**src/rtl/fmt_pkg.sv**
```systemverilog
package fmt_pkg;
    typedef enum logic [1:0] {
        SEL_A_HI = 2'd0,
        SEL_A_LO = 2'd1,
        SEL_B    = 2'd2,
        SEL_CTRL = 2'd3
    } fmt_sel_e;

    localparam int CB_RUN_A = 0;
    localparam int CB_RUN_B = 1;
    localparam int CB_FEN_A = 2;
    localparam int CB_FEN_B = 3;
    localparam int CB_CLR_A = 4;
    localparam int CB_CLR_B = 5;
    localparam int CB_MODE  = 6;
    localparam logic [1:0] MODE_AUTO_KEY = 2'b10;
endpackage

```
**src/rtl/fmt_interval.sv**
```systemverilog
module fmt_interval #(
    parameter int W = 10
) (
    input  logic         clk,
    input  logic         rst_n,
    input  logic         adv,
    input  logic         run,
    input  logic         run_rise,
    input  logic         flag_en,
    input  logic         flag_clr,
    input  logic [W-1:0] load,
    output logic         flag,
    output logic         inc,
    output logic         ovf
);
    localparam logic [W-1:0] TOP = '1;

    typedef struct packed {
        logic [W-1:0] cnt;
        logic         loading;
        logic         flag;
    } st_t;

    st_t st_d, st_q;

    always_comb begin
        st_d = st_q;
        inc  = 1'b0;
        ovf  = 1'b0;
        if (run_rise) begin
            st_d.cnt     = TOP;
            st_d.loading = 1'b1;
        end
        if (flag_clr) begin
            st_d.flag = 1'b0;
        end
        if (adv && run) begin
            if (st_d.cnt != TOP) begin
                inc      = 1'b1;
                st_d.cnt = st_d.cnt + 1'b1;
            end else begin
                ovf      = 1'b1;
                st_d.cnt = load;
                if (st_d.loading) begin
                    st_d.loading = 1'b0;
                end else if (flag_en) begin
                    st_d.flag = 1'b1;
                end
            end
        end
    end

    always_ff @(posedge clk) begin
        if (!rst_n) begin
            st_q <= '{cnt: TOP, loading: 1'b0, flag: 1'b0};
        end else begin
            st_q <= st_d;
        end
    end

    assign flag = st_q.flag;
endmodule

```
**src/rtl/fmt_busy.sv**
```systemverilog
module fmt_busy #(
    parameter int CYCLES = 32
) (
    input  logic clk,
    input  logic rst_n,
    input  logic wr,
    output logic busy
);
    localparam int CW = $clog2(CYCLES + 1);
    localparam logic [CW-1:0] RELOAD = CW'(CYCLES);

    typedef struct packed {
        logic          pend;
        logic [CW-1:0] cnt;
    } st_t;

    st_t st_d, st_q;

    always_comb begin
        st_d      = st_q;
        st_d.pend = wr;
        if (st_q.pend) begin
            st_d.cnt = RELOAD;
        end else if (st_q.cnt != '0) begin
            st_d.cnt = st_q.cnt - 1'b1;
        end
    end

    always_ff @(posedge clk) begin
        if (!rst_n) begin
            st_q <= '0;
        end else begin
            st_q <= st_d;
        end
    end

    assign busy = (st_q.cnt != '0);
endmodule

```
**src/rtl/fmt_autokey.sv**
```systemverilog
module fmt_autokey #(
    parameter int OPS = 4
) (
    input  logic           clk,
    input  logic           rst_n,
    input  logic           a_inc,
    input  logic           a_ovf,
    input  logic           mode_on,
    input  logic           leave,
    input  logic [OPS-1:0] held,
    output logic [OPS-1:0] kon,
    output logic [OPS-1:0] koff
);
    typedef struct packed {
        logic           active;
        logic [OPS-1:0] mask;
        logic [OPS-1:0] kon;
        logic [OPS-1:0] koff;
    } st_t;

    st_t st_d, st_q;

    always_comb begin
        st_d      = st_q;
        st_d.kon  = '0;
        st_d.koff = '0;
        if (st_q.active && (leave || a_inc)) begin
            st_d.koff   = st_q.mask;
            st_d.active = 1'b0;
        end else if (a_ovf && !st_q.active && mode_on) begin
            st_d.mask   = ~held;
            st_d.kon    = ~held;
            st_d.active = 1'b1;
        end
    end

    always_ff @(posedge clk) begin
        if (!rst_n) begin
            st_q <= '0;
        end else begin
            st_q <= st_d;
        end
    end

    assign kon  = st_q.kon;
    assign koff = st_q.koff;
endmodule

```
**src/rtl/fmt_timer_pair.sv**
```systemverilog
module fmt_timer_pair #(
    parameter int A_W         = 10,
    parameter int B_W         = 8,
    parameter int B_PRE_W     = 4,
    parameter int BUSY_CYCLES = 32,
    parameter int OPS         = 4
) (
    input  logic           clk,
    input  logic           rst_n,
    input  logic           tick,
    input  logic           wr_en,
    input  logic [1:0]     wr_sel,
    input  logic [7:0]     wr_data,
    input  logic [OPS-1:0] ch3_key_held,
    output logic [7:0]     status,
    output logic [OPS-1:0] csm_kon,
    output logic [OPS-1:0] csm_koff
);
    import fmt_pkg::*;

    localparam int A_LO_W = 2;
    localparam int A_HI_W = A_W - A_LO_W;
    localparam int PAD_W  = 8 - 3;

    typedef struct packed {
        logic [A_HI_W-1:0]  a_hi;
        logic [A_LO_W-1:0]  a_lo;
        logic [B_W-1:0]     b_ld;
        logic               run_a;
        logic               run_b;
        logic               fen_a;
        logic               fen_b;
        logic [1:0]         mode;
        logic [B_PRE_W-1:0] pre;
    } regs_t;

    regs_t r_d, r_q;
    logic  wr_ctrl, rise_a, rise_b, clr_a, clr_b, leave, adv_b;
    logic  flag_a, flag_b, a_inc, a_ovf, b_inc, b_ovf, busy;

    always_comb begin
        r_d     = r_q;
        wr_ctrl = wr_en && (fmt_sel_e'(wr_sel) == SEL_CTRL);
        if (wr_en) begin
            case (fmt_sel_e'(wr_sel))
                SEL_A_HI: r_d.a_hi = wr_data[A_HI_W-1:0];
                SEL_A_LO: r_d.a_lo = wr_data[A_LO_W-1:0];
                SEL_B:    r_d.b_ld = wr_data[B_W-1:0];
                default: begin
                    r_d.run_a = wr_data[CB_RUN_A];
                    r_d.run_b = wr_data[CB_RUN_B];
                    r_d.fen_a = wr_data[CB_FEN_A];
                    r_d.fen_b = wr_data[CB_FEN_B];
                    r_d.mode  = wr_data[CB_MODE+1:CB_MODE];
                end
            endcase
        end
        if (tick) begin
            r_d.pre = r_q.pre + 1'b1;
        end
        rise_a = wr_ctrl && wr_data[CB_RUN_A] && !r_q.run_a;
        rise_b = wr_ctrl && wr_data[CB_RUN_B] && !r_q.run_b;
        clr_a  = wr_ctrl && wr_data[CB_CLR_A];
        clr_b  = wr_ctrl && wr_data[CB_CLR_B];
        leave  = wr_ctrl && (r_q.mode == MODE_AUTO_KEY)
                 && (wr_data[CB_MODE+1:CB_MODE] != MODE_AUTO_KEY);
        adv_b  = tick && (r_q.pre == '0);
    end

    always_ff @(posedge clk) begin
        if (!rst_n) begin
            r_q <= '0;
        end else begin
            r_q <= r_d;
        end
    end

    fmt_interval #(.W(A_W)) u_tmr_a (
        .clk(clk), .rst_n(rst_n), .adv(tick), .run(r_d.run_a),
        .run_rise(rise_a), .flag_en(r_d.fen_a), .flag_clr(clr_a),
        .load({r_d.a_hi, r_d.a_lo}), .flag(flag_a), .inc(a_inc), .ovf(a_ovf)
    );

    fmt_interval #(.W(B_W)) u_tmr_b (
        .clk(clk), .rst_n(rst_n), .adv(adv_b), .run(r_d.run_b),
        .run_rise(rise_b), .flag_en(r_d.fen_b), .flag_clr(clr_b),
        .load(r_d.b_ld), .flag(flag_b), .inc(b_inc), .ovf(b_ovf)
    );

    fmt_busy #(.CYCLES(BUSY_CYCLES)) u_busy (
        .clk(clk), .rst_n(rst_n), .wr(wr_en), .busy(busy)
    );

    fmt_autokey #(.OPS(OPS)) u_key (
        .clk(clk), .rst_n(rst_n), .a_inc(a_inc), .a_ovf(a_ovf),
        .mode_on(r_d.mode == MODE_AUTO_KEY), .leave(leave),
        .held(ch3_key_held), .kon(csm_kon), .koff(csm_koff)
    );

    assign status = {busy, {PAD_W{1'b0}}, flag_b, flag_a};
endmodule

```
**config.mk**
```make
export PLATFORM = sky130hd
export DESIGN_NAME = fmt_timer_pair
export DESIGN_NICKNAME = d
export VERILOG_FILES = /design/src/rtl/fmt_pkg.sv /design/src/rtl/fmt_interval.sv /design/src/rtl/fmt_busy.sv /design/src/rtl/fmt_autokey.sv /design/src/rtl/fmt_timer_pair.sv
export SDC_FILE = /design/constraint.sdc
export NUM_CORES = 1
export LEC_CHECK = 0
export ABC_AREA = 1
export BUFFER_PORTS_ARGS = -buffer_cell sky130_fd_sc_hd__buf_2
export CORE_MARGIN = 1.5
export CORE_UTILIZATION = 56
export CTS_BUF_LIST = sky130_fd_sc_hd__clkbuf_2
export CTS_CLUSTER_DIAMETER = 50
export DETAILED_ROUTE_END_ITERATION = 16
export GPL_TIMING_DRIVEN = 1
export PLACE_DENSITY = 0.76
export SYNTH_ARGS = -nofsm -noshare
export SYNTH_HDL_FRONTEND = slang
export SYNTH_SLANG_ARGS = --single-unit
```
**constraint.sdc**
```tcl
create_clock -name clk -period 5.8 [get_ports clk]
set_input_delay 1.16 -clock clk [delete_from_list [all_inputs] [get_ports clk]]
set_output_delay 1.16 -clock clk [all_outputs]
set_load 0.1 [all_outputs]
```
# == Yosys cells after proc, flatten, opt, wreduce, memory -nomap -nowiden ==
# Cells that the tools add are included.
# classes
n_addsub,4
bitwise,4
n_mux,25
n_eq_ne,8
reduce_logical,29
# op_table
op,n
24-bit two-way mux,1
8-bit two-way mux,3
10-bit two-way mux,2
6-bit two-way mux,3
1-bit logical AND,15
12-bit two-way mux,1
11-bit two-way mux,1
10-bit by 1-bit adder with 10-bit output (second input constant),1
1-bit two-way mux,10
10-bit != test (second input constant),1
9-bit two-way mux,1
8-bit by 1-bit adder with 8-bit output (second input constant),1
2-bit == test (second input constant),4
8-bit != test (second input constant),1
2-bit two-way mux,3
6-bit nonzero test,1
3-bit OR reduction,2
6-bit by 1-bit subtractor with 6-bit output (second input constant),1
4-bit by 1-bit adder with 4-bit output (second input constant),1
4-bit zero test,1
4-bit inverter,1
2-bit AND reduction,2
2-bit OR reduction,2
1-bit zero test,3
6 further kinds,8
# totals
reg_bits,70
out_inout_bits,16
word_cells,92
input_bits,18

# == Logic depth before layout (Yosys ltp) ==
# logic_depth
ltp_word,12
ltp_mapped,15
ltp_nobuf,14

# == Hierarchy ==
# Synthesis repeated with hierarchy kept, for this count alone.
# hier_totals
hier_cells,563
area_unflattened_um2,3723.6
# modules_own_cells
module,cells_per_inst,seq_area_each_um2,area_each_um2,n_inst
fmt_timer_pair,223,560.5,1400.1,1
fmt_interval at u_tmr_a,132,240.2,830.8,1
fmt_interval at u_tmr_b,107,200.2,684.4,1
fmt_autokey,60,260.2,483.0,1
fmt_busy,41,140.1,325.3,1

# == Least setup slack after synthesis ==
# OpenSTA, ideal clock, no wires.
# synth_path
kind,in2reg
startpoint,input port wr_sel[0]
endpoint,register u_tmr_a.st_q[7] (netlist bit)
setup_time_ns,0.062
required_time_ns,5.738
path_stages,12
t_arrival_ns,2.675
path_slack_ns,3.063
path_buffers,2
cell_sequence,nand2_2 > nor2_4 > nand3_4 > buf_2 > nand2_1 > ha_1 > nand3_4 > nor2_8 > nand2_2 > buf_6 > or2_0 > nand3_1
# synth_between
elab_chain_cells,8
word_cells_on_any_way,17
classes_between,add/sub (1); eq/ne (4); mux (6); reduce/logical (6)
# synth_rtl
element,line_no,rtl
start: declaration,fmt_timer_pair.sv:12,"input logic [1:0] wr_sel,"
2-bit == test,fmt_timer_pair.sv:43,wr_ctrl = wr_en && (fmt_sel_e'(wr_sel) == SEL_CTRL);
1-bit logical AND,fmt_timer_pair.sv:43,
1-bit logical AND (2 in series),fmt_timer_pair.sv:61,rise_a = wr_ctrl && wr_data[CB_RUN_A] && !r_q.run_a;
11-bit two-way mux,fmt_interval.sv:30,if (run_rise) begin
10-bit by 1-bit adder with 10-bit output / 10-bit != test (equally long branches),"fmt_interval.sv:40, fmt_interval.sv:38",
10-bit two-way mux,fmt_interval.sv:38,if (st_d.cnt != TOP) begin
12-bit two-way mux (*),fmt_interval.sv:37,if (adv && run) begin
end signal: assignment,fmt_interval.sv:55,"st_q <= '{cnt: TOP, loading: 1'b0, flag: 1'b0};"
end signal: assignment,fmt_interval.sv:57,st_q <= st_d;
end: declaration,fmt_interval.sv:24,"st_t st_d, st_q;"
# Every way passes the cells marked *; elsewhere a longest branch is shown, timed or not.
# A chain may end at the register's enable or synchronous reset.

# == Worst setup path in the final report ==
# layout_path
startpoint,register u_busy.st_q[0] (netlist bit)
endpoint,output port status[7]
# layout_between
elab_chain_cells,1
# layout_rtl
element,line_no,rtl
start: declaration,fmt_busy.sv:17,"st_t st_d, st_q;"
start signal: assignment,fmt_busy.sv:33,st_q <= st_d;
6-bit nonzero test,fmt_busy.sv:37,assign busy = (st_q.cnt != '0);
end: declaration,fmt_timer_pair.sv:15,"output logic [7:0] status,"
# No other way between the ends.

==> run_results.csv <==
group,metric,value,unit
status,outcome,"finished clean",
cells_and_area,final_common_cell,"nand2_1",
grt,overflow,0,
route,drt_iter0_drc,136,
setup_path,worstPathArrival,1.86,ns
grt,antenna_found_initial,0,
placement,hpwl,4790,microns
route,viasPerCell,5.09,
clock_network,cts_hold_buf,0,
route,drtAntennaViolNets,0,
setup_path,crit_family,"buffers and inverters",
setup_path,critical_path.max_fanout,6,
setup_path,slowest_stage,"buf_2",
grt,grt_pass1_wl,11300,microns
hold_path,holdCritPathClass,"reg2reg",
yosys,ys_types,38,
clock_network,clock-sinks,70,
cells_and_area,nNetsFinal,494,
floorplanning,dieArea,0.00663,sq mm
timing,finalHoldViolCount,0,
cells_and_area,layout-drive-gt1-share,0.164,
route,wirelength,6690,microns
clock_network,cts_root_buf,"clkbuf_2",
placement,placed_cells,535,
cells_and_area,fin_cells,551,
setup_path,crit_end,"status[7]",
yosys,synth-seq-area-share,0.407,
timing,clock_skew,0.0288,ns
timing,fin_hold_ws,0.444,ns
route,route.vias.total,2804,
yosys,synth_seq_cells,70,
yosys,synth_cells,455,
yosys,yosys.area.top_type_share,0.407,
timing,layout_min_cycle_time,3.02,ns
floorplanning,core,0.00592,sq mm
setup_path,slowest_delay,0.46,ns
timing,worst_pin_slew,0.777,ns
clock_network,cts.repair.resized,0,
hold_path,min_from,"u_key.st_q[10]",
floorplanning,start_util,0.582,
floorplanning,boundaryPins,34,
clock_network,cts_made_buffers,9,
setup_path,path_cells,"inv_1 -> ha_1 -> nand4_1 -> buf_2",
setup_path,reg2reg_to,"u_tmr_a.st_q[2]",
timing,worst_slack,2.78,ns
setup_path,startpoint_type,"flop",
timing,fmax,331,MHz
pwr,finalPower,0.00110,W
grt,grt_usage,0.225,
route,drtPass1Iterations,5,
clock_network,cts_buffer_depth,2,
cells_and_area,num-fill-cells,518,
pwr,ir_drop,266,uV
clock_network,cts_setup_buffers,0,
setup_path,rr_startpoint,"r_q[9]",
clock_network,cts_max_level,3,
flow_run,maxCapViolations,0,
clock_network,cts_tree,"built",
clock_network,clk_pin_slew,0.20,ns
route,route.detailed.drc,0,
setup_path,cp-startpoint,"u_busy.st_q[0]",
setup_path,reg2regPathDepth,9,
timing,slew_headroom,0.482,
pwr,p_per_area,303,mW/mm^2
cells_and_area,mostFrequentLayoutCells,"nand2_1 (71), dfxtp_1 (70), inv_1 (61), nor2_1 (59), a21oi_1 (32)",
timing,rsz0062_at_grt,"false",
yosys,yosysWarnings,0,
placement,port_buffers,28,
yosys,synth_area_leaders,"dfxtp_1 (41%), nand2_1 (7.7%), inv_1 (6.6%)",
clock_network,clkLatencyLatePin,0.53,ns
pwr,p_leak,1.80,nW
yosys,syn_avg_cell_area,7.58,sq um
grt,grt_pass1_vias,2543,
setup_path,end_kind,"output pin",
timing,fin_crit_sh,0.521,
setup_path,path_buf_inv,2,
placement,gp_congestion,0.842,
route,wl_per_cell,12.1,microns
cells_and_area,area_delta_synth_final,5.48,%
floorplanning,die_w,81.5,microns
setup_path,required,4.64,ns
cells_and_area,num_antenna_cells,0,
grt,grt_max_degree,46,
timing,setup_viol,0,
floorplanning,rows,28,
timing,slew_viol_final,0,
setup_path,crit_cells,4,
setup_path,reg2reg_slack,3.84,ns
timing,tns,0,ns
yosys,syn_area,0.00345,sq mm
setup_path,critPathKind,"reg2out",
yosys,synth_top_area_cell,"dfxtp_1",
floorplanning,die_h,81.5,microns
placement,pre_cts_slack,2.58,ns
-- layout make-up --
type | count | area (sq um) | area share
Multi-Input combinational cell | 294 | 1630 | 0.447
Timing Repair Buffer | 28 | 140 | 0.0385
Sequential cell | 70 | 1400 | 0.385
Inverter | 68 | 255 | 0.0702
Clock buffer | 9 | 45.0 | 0.0124
Tap cell | 75 | 93.8 | 0.0258
Clock inverter | 7 | 73.8 | 0.0203
-- worst reg2reg max path, cell delays in order, from the launching register on --
cell and delay, ns:
dfxtp_1 0.35, inv_1 0.12, nand3_4 0.20, nand2_1 0.17, ha_1 0.27, nand3_4 0.13, nor2_8 0.15, nand2_2 0.15
or2_2 0.31, nand3_1 0.08
-- state kept, by name, indices dropped and copies added, names as in the netlist --
signal / count
u_key.koff: 4
u_key.kon: 4
u_tmr_b.flag: 1
u_key.st_q: 5
u_tmr_b.st_q: 9
u_busy.st_q: 7
r_q: 28
u_tmr_a.st_q: 11
u_tmr_a.flag: 1
-- per-layer routing --
| layer | share of wire | vias to the layer above | routed length, microns | track usage |
|---|---|---|---|---|
| li1 | - | 1477 | - | - |
| met1 | 0.49 | 1279 | 3270 | 0.297 |
| met2 | 0.46 | 42 | 3110 | 0.357 |
| met3 | 0.038 | 6 | 255 | 0.0578 |
| met4 | 0.0079 | 0 | 53 | 0.0776 |
| met5 | 0 | - | 0 | 0 |
-- synthesized netlist by cell type (all sizes together) --
cell type / n
o211ai: 8
or2: 7
conb: 1
mux2i: 11
nor2: 63
inv: 68
nand2: 79
dfxtp: 70
xnor2: 2
a31oi: 2
nor4: 1
buf: 20
nand3b: 1
nand4: 8
o2111ai: 1
a21oi: 32
ha: 5
o21a: 2
o31ai: 3
o21bai: 1
nand3: 25
xor2: 4
o21ai: 30
clkbuf: 7
nor3: 4
-- per-stage QoR --
step	area, sq um	utilization
after floorplan	3460	-
after global placement	3520	0.594
after detailed placement	3520	0.594
after CTS	3640	0.614
after global routing	3640	0.614
final	3640	0.614
-- cell families after synthesis --
family                   share of synthesized area
adder cells (fa/ha/maj)                     0.0181
flip-flops                                   0.407
multiplexers                                0.0319
AO/OA/AOI/OAI                                0.136
AND/OR/NAND/NOR                              0.265
XOR/XNOR                                    0.0152
buffers and inverters                        0.126
other                                      0.00109
-- report_power, final --
group          internal [W]  switching, W  total, W
sequential         0.000514     0.0000170  0.000531
combinational     0.0000831      0.000200  0.000284
clock              0.000101      0.000188  0.000289
total              0.000698      0.000405   0.00110
-- how the worst min path moves through the flow --
stage                    endpoint  slack (ns)  cells past startpoint
floorplan           u_key.koff[0]        0.41                      2
global placement    u_key.koff[2]        0.42                      2
detailed placement  u_key.koff[3]        0.42                      2
CTS                 u_key.koff[3]        0.45                      2
global route        u_key.koff[2]        0.46                      2
finish              u_key.koff[2]        0.44                      2
Note: power is estimated with default switching activity, not from simulation.
